**config.mk**
```make
export PLATFORM = sky130hd
export DESIGN_NAME = cycle_fault_ctrl
export DESIGN_NICKNAME = d
export VERILOG_FILES = /design/src/rtl/cycle_fault_ctrl.sv
export SDC_FILE = /design/constraint.sdc
export NUM_CORES = 1
export LEC_CHECK = 0
export BUFFER_PORTS_ARGS = -buffer_cell sky130_fd_sc_hd__buf_2
export CAP_MARGIN = 0
export CORE_MARGIN = 5
export CORE_UTILIZATION = 57
export CTS_CLUSTER_SIZE = 20
export DETAILED_ROUTE_END_ITERATION = 8
export PLACE_DENSITY = 0.78
export SYNTH_ARGS = -nofsm -noshare
export SYNTH_HDL_FRONTEND = slang
export SYNTH_SLANG_ARGS = --single-unit
```
**constraint.sdc**
```tcl
create_clock -name clk -period 2.1 [get_ports clk]
set_input_delay 0.63 -clock clk [delete_from_list [all_inputs] [get_ports clk]]
set_output_delay 0.63 -clock clk [all_outputs]
set_load 0.03 [all_outputs]
```
**src/rtl/cycle_fault_ctrl.sv**
```systemverilog
module cycle_fault_ctrl #(
  parameter int OC_LIMIT       = 17,
  parameter int HICCUP_PERIODS = 8,
  parameter int NEG_LIMIT      = 4,
  parameter int PFM_DWELL_US   = 20
) (
  input  logic clk,
  input  logic rst_n,
  input  logic cyc_start,
  input  logic oc_trip,
  input  logic neg_trip,
  input  logic ss_tick,
  input  logic in_reg,
  input  logic us_tick,
  output logic hs_en,
  output logic ls_en,
  output logic dis_en,
  output logic hiccup,
  output logic ss_restart,
  output logic pfm_mode,
  output logic fault_active
);
  localparam int OCW = $clog2(OC_LIMIT + 1);
  localparam int NGW = $clog2(NEG_LIMIT + 1);
  localparam int SSW = $clog2(HICCUP_PERIODS + 1);
  localparam int PFW = $clog2(PFM_DWELL_US + 1);

  typedef enum logic [1:0] {ST_RUN, ST_HICCUP, ST_NEGSD} st_t;

  st_t            state;
  logic           oc_seen, ng_seen;
  logic [OCW-1:0] oc_cnt;
  logic [NGW-1:0] ng_cnt;
  logic [SSW-1:0] ss_cnt;
  logic [PFW-1:0] pfm_cnt;

  wire run    = (state == ST_RUN);
  wire oc_hit = oc_seen && (oc_cnt == OCW'(OC_LIMIT - 1));
  wire ng_hit = ng_seen && (ng_cnt == NGW'(NEG_LIMIT - 1));

  assign hs_en        = run && !oc_seen && !oc_trip;
  assign ls_en        = run;
  assign dis_en       = (state == ST_NEGSD) && !in_reg;
  assign hiccup       = (state == ST_HICCUP);
  assign fault_active = !run;
  assign pfm_mode     = run && (pfm_cnt != '0);

  always_ff @(posedge clk or negedge rst_n) begin
    if (!rst_n) begin
      state      <= ST_RUN;
      oc_seen    <= 1'b0;
      ng_seen    <= 1'b0;
      oc_cnt     <= '0;
      ng_cnt     <= '0;
      ss_cnt     <= '0;
      pfm_cnt    <= '0;
      ss_restart <= 1'b0;
    end else begin
      ss_restart <= 1'b0;
      case (state)
        ST_RUN: begin
          if (us_tick && pfm_cnt != '0) pfm_cnt <= pfm_cnt - 1'b1;
          if (cyc_start) begin
            oc_seen <= oc_trip;
            ng_seen <= neg_trip;
            oc_cnt  <= oc_seen ? oc_cnt + 1'b1 : '0;
            ng_cnt  <= ng_seen ? ng_cnt + 1'b1 : '0;
            if (oc_hit) begin
              state   <= ST_HICCUP;
              pfm_cnt <= '0;
            end else if (ng_hit) begin
              state   <= ST_NEGSD;
              pfm_cnt <= '0;
            end
          end else begin
            oc_seen <= oc_seen | oc_trip;
            ng_seen <= ng_seen | neg_trip;
          end
        end
        ST_HICCUP: begin
          if (ss_tick) begin
            if (ss_cnt == SSW'(HICCUP_PERIODS - 1)) begin
              state      <= ST_RUN;
              ss_cnt     <= '0;
              oc_cnt     <= '0;
              ng_cnt     <= '0;
              oc_seen    <= 1'b0;
              ng_seen    <= 1'b0;
              ss_restart <= 1'b1;
            end else begin
              ss_cnt <= ss_cnt + 1'b1;
            end
          end
        end
        ST_NEGSD: begin
          if (in_reg) begin
            state   <= ST_RUN;
            oc_cnt  <= '0;
            ng_cnt  <= '0;
            oc_seen <= 1'b0;
            ng_seen <= 1'b0;
            pfm_cnt <= PFW'(PFM_DWELL_US);
          end
        end
        default: state <= ST_RUN;
      endcase
    end
  end
endmodule


```
### After elaboration in Yosys (flattened, before gate mapping)

Cells that the tools add are included.

* output and inout port bits: 7
* logic and storage cells: 80
* input bits: 8
* flip-flop bits (word level): 22

* reductions and logical operators: 20
* equality and inequality tests: 10
* multiplexer cells: 36
* bitwise logic cells: 2
* add/subtract/negate cells: 4

Operators with widths (number)
* $mux W5: 10
* $mux W3: 5
* $pmux W5 S3: 1
* $mux W2: 6
* $pmux W5 S2: 1
* $reduce_and A5 Y1: 2
* $pmux W3 S3: 1
* $mux W1: 8
* $logic_and A1 B1 Y1: 7
* $ne A2 B2 Y1 const B: 3
* $pmux W1 S3: 2
* $pmux W2 S3: 1
* $add A5 B1 Y5 const B: 1
* $eq A5 B5 Y1 const B: 1
* $reduce_bool A5 Y1: 1
* $sub A5 B1 Y5 const B: 1
* $add A4 B1 Y4 const B: 1
* $eq A4 B3 Y1 const B: 1
* $logic_not A1 Y1: 4
* $mux W4: 1
* $reduce_and A2 Y1: 2
* $reduce_and A4 Y1: 1
* $add A3 B1 Y3 const B: 1
* $eq A3 B2 Y1 const B: 1
* other kinds (8): 9

### Depth between registers and ports, before layout

Gate-level depths: netlist of run 1.

* depth after elaboration: 7
* gate-level depth with buffers: 8
* mapped depth without buffers: 6

### Worst setup path after synthesis of run 1

Ideal clock, no wire load.

* kind: flip-flop to output port
* start: reg state[0]
* end: out hs_en
* path slack: -486 ps
* cell stages (with the launch flop): 5
* data arrival time: 1956 ps
* path buffers: 0
* required time: 1470 ps
* path through: dfrtp_1 > inv_1 > ha_1 > inv_1 > nor3_1

* longest elaborated chain between the ends: 3

Ends and longest elaborated chain
* start, declared: line 30 `st_t state;`
* start signal, assigned: line 50 `state <= ST_RUN;`
* start signal, assigned: line 69 `state <= ST_HICCUP;`
* start signal, assigned: line 72 `state <= ST_NEGSD;`
* $logic_not A2 Y1: line 37 `wire run = (state == ST_RUN);`
* net ls_en: line 16 `output logic ls_en,`
* $logic_and A1 B1 Y1 (2 in series): line 41 `assign hs_en = run && !oc_seen && !oc_trip;`
* end, declared: line 15 `output logic hs_en,`

The timed path passes the listed nets, and every way through them passes these cells.

### Worst setup path after layout of run 1

* start: reg state[1]
* end: out hs_en

* longest elaborated chain between the ends: 3

Ends and longest elaborated chain (line)
* $logic_not A2 Y1: 37
* $logic_and A1 B1 Y1 (2 in series): 41

Every way passes these cells.

==> results of run 1 <==
==> path summary, 6_finish.rpt <==
path                           start    endpoint  slack, ns
hold / removal                 rst_n  pfm_cnt[4]       0.27
min in group clk           ng_cnt[2]   ng_cnt[2]       0.50
setup / recovery            state[1]       hs_en       0.04
max in group asynchronous      rst_n   ss_cnt[1]       1.49
hold reg to reg            ng_cnt[2]   ng_cnt[2]       0.50
setup reg to reg            state[1]   ng_cnt[0]       0.18
==> cells in the mapped netlist (3+ instances only) <==
| cell type | instances |
|---|---|
| a21oi_1 | 7 |
| dfrtp_1 | 22 |
| ha_1 | 10 |
| inv_1 | 11 |
| nand2_1 | 19 |
| nand2b_1 | 4 |
| nand3_1 | 9 |
| nor2_1 | 7 |
| nor2b_1 | 3 |
| nor3_1 | 6 |
| o21ai_0 | 10 |
| o31ai_2 | 4 |
==> layout make-up <==
| class | instances | area [µm²] |
|---|---|---|
| multi-input combinational | 108 | 787 |
| fill | 173 | 637 |
| sequential | 22 | 551 |
| timing repair buffer | 24 | 156 |
| inverter | 11 | 45.0 |
| tap | 28 | 35.0 |
| clock buffer | 3 | 22.5 |
==> stage by stage <==
| stage | cells | TNS (ns) |
|---|---|---|
| global route | 196 | -0.0849 |
| floorplan | 144 | 0 |
| finish | 196 | 0 |
| detailed placement | 186 | 0 |
| CTS | 195 | -0.00966 |
| global placement | 186 | 0 |
==> sequential cells by signal, summed over array words and instances (netlist names) <==
signal,flops
oc_cnt,5
pfm_cnt,5
ss_cnt,4
ng_cnt,3
state,2
ng_seen,1
oc_seen,1
ss_restart,1
==> cells in the final DEF (no fill, tap or decap), drive strengths merged <==
master,Yosys,layout
o31ai,5,5
nor3,6,6
nand4,1,1
nor4b,1,1
and2b,1,1
or3b,1,1
a21oi,7,7
dfrtp,22,22
nand3b,1,1
ha,10,10
a22o,1,1
and2,2,2
a2111o,1,1
mux2i,1,1
o21ai,12,12
or4,2,2
nand3,9,9
nand4b,2,2
xnor2,1,1
clkbuf,2,4
a21o,1,1
nand2,19,19
buf,1,23
nor2b,3,3
a211oi,1,1
clkinvlp,0,1
mux2,1,1
nand2b,5,5
inv,11,10
o221ai,1,1
nor2,7,7
a31oi,1,1
o311ai,1,1
o21a,2,2
a2111oi,2,2
==> timing repair <==
action                     CTS  global route
setup endpoints to repair    4             3
resized for setup           10             4
buffers inserted             6             1
pin swaps                    1             1
==> layer usage <==
metal / routed length [µm] / vias up
li1: - / 565
met1: 1250 / 534
met2: 1420 / 30
met3: 121 / 4
met4: 39 / 0
met5: 0 / -
==> cells by family after synthesis <==
kind of cell,after synthesis,synth area share
mux,2,0.0158
buf+inv,14,0.0447
xor+xnor,1,0.00652
compound gates,35,0.185
flops,22,0.410
fa+ha+maj,10,0.0932
simple gates,60,0.245
==> power groups by stage <==
stage / registers, mW / logic (mW) / clock network, mW
floorplan: 0.637 / 0.584 / 0
global placement: 0.664 / 0.714 / 0
detailed placement: 0.670 / 0.739 / 0
CTS: 0.661 / 0.841 / 0.193
global route: 0.681 / 0.984 / 0.205
finish: 0.667 / 0.872 / 0.187
==> results.ini, run 1 <==
[routing]
vias_per_cell=5.78
first_pass_iters=4
initialDrtViolationCount=33
final_antenna_net_count=0
drc=0
wl_per_cell_um=14.5
vias=1133
drt_wl_total_um=2840

[clocking]
cts_root_buffer=clkbuf_4
clockBufferDepth=2
cts_num_sinks=22
cts_buffers=3
clk-insertion-delay-late_ns=0.30
h-tree-depth=1
cts.clk_slew.worst_paths_ns=0.11
cts_hold_buffers=0
tritoncts=yes

[timing]
setup_violations=0
fmax_mhz=485
worst_slack_ns=0.0385
finalCritPeriodShare=0.982
relSlewSlack=0.596
maxSlewViolCount=0
whs_ns=0.274
rsz0062_at_grt=yes
finClkSkew_ns=0.00284
worst_pin_slew_ns=0.590
hold_viol=0
period_needed_ns=2.06

[final_layout]
stdcell_area_um2=1600
post-route-util=0.715
layout-drive-gt1-share=0.286
nNetsFinal=188
antenna_cells=0
area_growth_pct=18.9

[power]
power_density_nw_per_um2=1080
seq_power_share=0.386
p_sw_frac=0.418
power_mw=1.73
pwr-share-clk=0.109
leakage_nw=0.767
peakVddDrop_mv=0.659
p_int_mw=1.00
power_frac_comb=0.505
power.switching_mw=0.722

[logic_synthesis]
syn_inst=144
async_reset_ff_frac=1.00
netlist_top_cells_area=dfrtp_1 (41%), ha_1 (9.3%), nand2_1 (5.3%)
syn_avg_cell_area_um2=9.32
yosysSeqAreaShare=0.410
syn_nets=162
ys_warn_count=0
synth_edf_count=0
ys_ff_latch=22
syn_area_um2=1340
synth_top_area_cell=dfrtp_1
synth_flop_cell=dfrtp_1
synth.distinct_cells=40
netlist.area_leader.share=0.410

[worst_setup_path]
end_kind=output pin
crit_type=reg2out
path_depth=5
crit_chain=inv_2 -> ha_4 -> clkinvlp_4 -> nor3_4 -> buf_6
start_kind=register
cpPeakStageDelay_ns=0.41
critPathMaxFanout=7
path_buf_inv=3
arrival_ns=1.43
worstPathRequired_ns=1.47
path_delay_family=flip-flops
crit_slowest_cell=dfrtp_1
r2r_cells=7

[grt]
antenna_found_initial=0
grt_first_pass_wirelength_um=5000
grtUsageMet2=0.332
gr-total-overflow=0
grt.busiest_layer=met2
grt_use_met1=0.221
grt.total_usage=0.186
grt_pass1_vias=1160
use_met3=0.0351
grt_max_degree=23

[place]
portBuffers=14
placed_area_um2=1470
dp_hpwl_um=2150
pre_cts_ws_ns=0.132
gp_congestion=0.867

[die]
die_h_um=58.5
fp.coreArea_um2=2230
chipWidth_um=58.5
placementRows=17
ios=15
start_util=0.601
die_area_um2=3430

[hold_path]
min_path_type=in2async

[run_status]
status=completed

[flow_run]
maxCapViolCount=0

No activity file was read; power rests on OpenSTA's default activity.
==> run 2, diff against run 1 <==
--- a/config.mk
+++ b/config.mk
@@ -5,6 +5,7 @@
 export SDC_FILE = /design/constraint.sdc
 export NUM_CORES = 1
 export LEC_CHECK = 0
+export ABC_AREA = 1
 export BUFFER_PORTS_ARGS = -buffer_cell sky130_fd_sc_hd__buf_2
 export CAP_MARGIN = 0
 export CORE_MARGIN = 5
==> results.ini, run 2 <==
[routing]
final_antenna_net_count=0
drt_wl_total_um=2990
vias_per_cell=5.24
drc=0
vias=1227
first_pass_iters=4
wl_per_cell_um=12.8
initialDrtViolationCount=81

[clocking]
clk-insertion-delay-late_ns=0.31
cts.clk_slew.worst_paths_ns=0.13
cts_hold_buffers=0
cts_root_buffer=clkbuf_4
h-tree-depth=1
tritoncts=yes
clockBufferDepth=2
cts_buffers=3
cts_num_sinks=22

[die]
die_area_um2=3480
placementRows=17
chipWidth_um=59.0
die_h_um=59.0
ios=15
start_util=0.608
fp.coreArea_um2=2250

[logic_synthesis]
yosysMostFrequentCell=nand2_1
syn_area_um2=1370
async_reset_ff_frac=1.00
netlist.area_leader.share=0.402
syn_avg_cell_area_um2=7.53
synth_compound_area_frac=0.0950
synth_commonest_cells=nand2_1 (60), inv_1 (28), dfrtp_1 (22)
netlist_top_cells_area=dfrtp_1 (40%), nand2_1 (16%), ha_1 (9.1%)
synth.distinct_cells=24
synth_edf_count=0
synthAdderAreaFrac=0.0913
synth_flop_cell=dfrtp_1
synth_top_family_by_area=simple AND/OR/NAND/NOR gates
yosysSeqAreaShare=0.402
ys_ff_latch=22
synthSimpleGateAreaFrac=0.316
synth_mux_area_frac=0.00731
synth_top_area_cell=dfrtp_1
syn_nets=200
synth_xor_area_frac=0.00639
syn_inst=182
ys_warn_count=0

[place]
placedCellCount=224
dp_hpwl_um=2320
pre_cts_ws_ns=0.162
portBuffers=14
gp_congestion=0.798
placed_area_um2=1510

[timing]
rsz0062_at_grt=yes
worst_pin_slew_ns=0.503
period_needed_ns=2.10
setup_violations=0
maxSlewViolCount=0
setup_tns_ns=0
finalCritPeriodShare=0.998
worst_slack_ns=0.00455
finClkSkew_ns=0.0106
fmax_mhz=477
relSlewSlack=0.665
whs_ns=0.263
hold_viol=0

[hold_path]
min_path_type=in2async

[power]
power_density_nw_per_um2=1160
peakVddDrop_mv=0.706
leakage_nw=0.883
power_mw=1.87

[grt]
gr-total-overflow=0
grt_pass1_vias=1208
grt.total_usage=0.192
grt_first_pass_wirelength_um=5100
antenna_found_initial=0
grt_max_degree=23

[worst_setup_path]
critPathMaxFanout=5
crit_type=reg2out
arrival_ns=1.47
crit_path_start=state[1]
end_kind=output pin
worstPathRequired_ns=1.47
start_kind=register
worstReg2RegStart=state[1]

[final_layout]
layout-drive-gt1-share=0.214
antenna_cells=0
layout_common_cells=nand2_1 (60), inv_1 (24), dfrtp_1 (22)
stdcell_area_um2=1620
final_cells=234
nNetsFinal=225
post-route-util=0.718
final_common_cell=nand2_1
top_regs=oc_cnt (5), pfm_cnt (5), ss_cnt (4)
area_growth_pct=18.1

[flow_run]
maxCapViolCount=0

[run_status]
status=completed

run 2: cell count changes after synthesis, moves of 3 or more:
cell and change:
nand2_1 +41, inv_1 +17, nand3_1 +6, o21ai_0 -6, nand2b_1 -4, nor3_1 -4
o31ai_2 -4, nor2_1 +3, nor2b_1 -3
run 2: kinds of logic after synthesis:
group                    Yosys count
AO/OA/AOI/OAI                     21
XOR/XNOR                           1
adder cells (fa/ha/maj)           10
buffers and inverters             30
flip-flops                        22
multiplexers                       1
AND/OR/NAND/NOR                   97
run 2: power breakdown:
part,internal [mW],switching (mW),total [mW]
clock,0.106,0.129,0.235
sequential,0.519,0.0994,0.619
combinational,0.390,0.631,1.02
run 2: final cells by class:
type,instances,area [µm²]
multi-input cells,130,752
fillers,191,637
flip-flops and latches,22,551
repair buffers,20,128
inverters,30,116
clock buffers,4,36.3
well taps,28,35.0
run 2: layer usage:
| metal | up-vias | part of all wire | wire [µm] | global-route usage |
|---|---|---|---|---|
| met5 | - | 0 | 0 | 0 |
| met4 | 0 | 0.024 | 71 | 0.0874 |
| met3 | 9 | 0.040 | 121 | 0.0283 |
| met2 | 26 | 0.53 | 1590 | 0.353 |
| met1 | 574 | 0.40 | 1210 | 0.216 |
| li1 | 618 | - | - | - |
run 2: what timing repair did:
item,in CTS,in global routing
resized for setup,6,4
setup buffers,4,2
pin swaps,2,0
setup endpoints to repair,4,3
run 2: critical path, cell delays in order, from the launching register on:
cell and delay [ns]:
dfrtp_1 0.43, inv_2 0.11, ha_4 0.15, clkinvlp_4 0.15, nor3_4 0.16, buf_6 0.15
run 2: final timing paths:
check,end,slack (ns),cells past startpoint
setup reg to reg,pfm_cnt[1],0.22,11
hold / removal,oc_cnt[4],0.26,1
max in group asynchronous,ss_restart,1.49,1
hold reg to reg,ss_restart,0.44,1
setup / recovery,hs_en,0.005,5
min in group clk,ss_restart,0.44,1
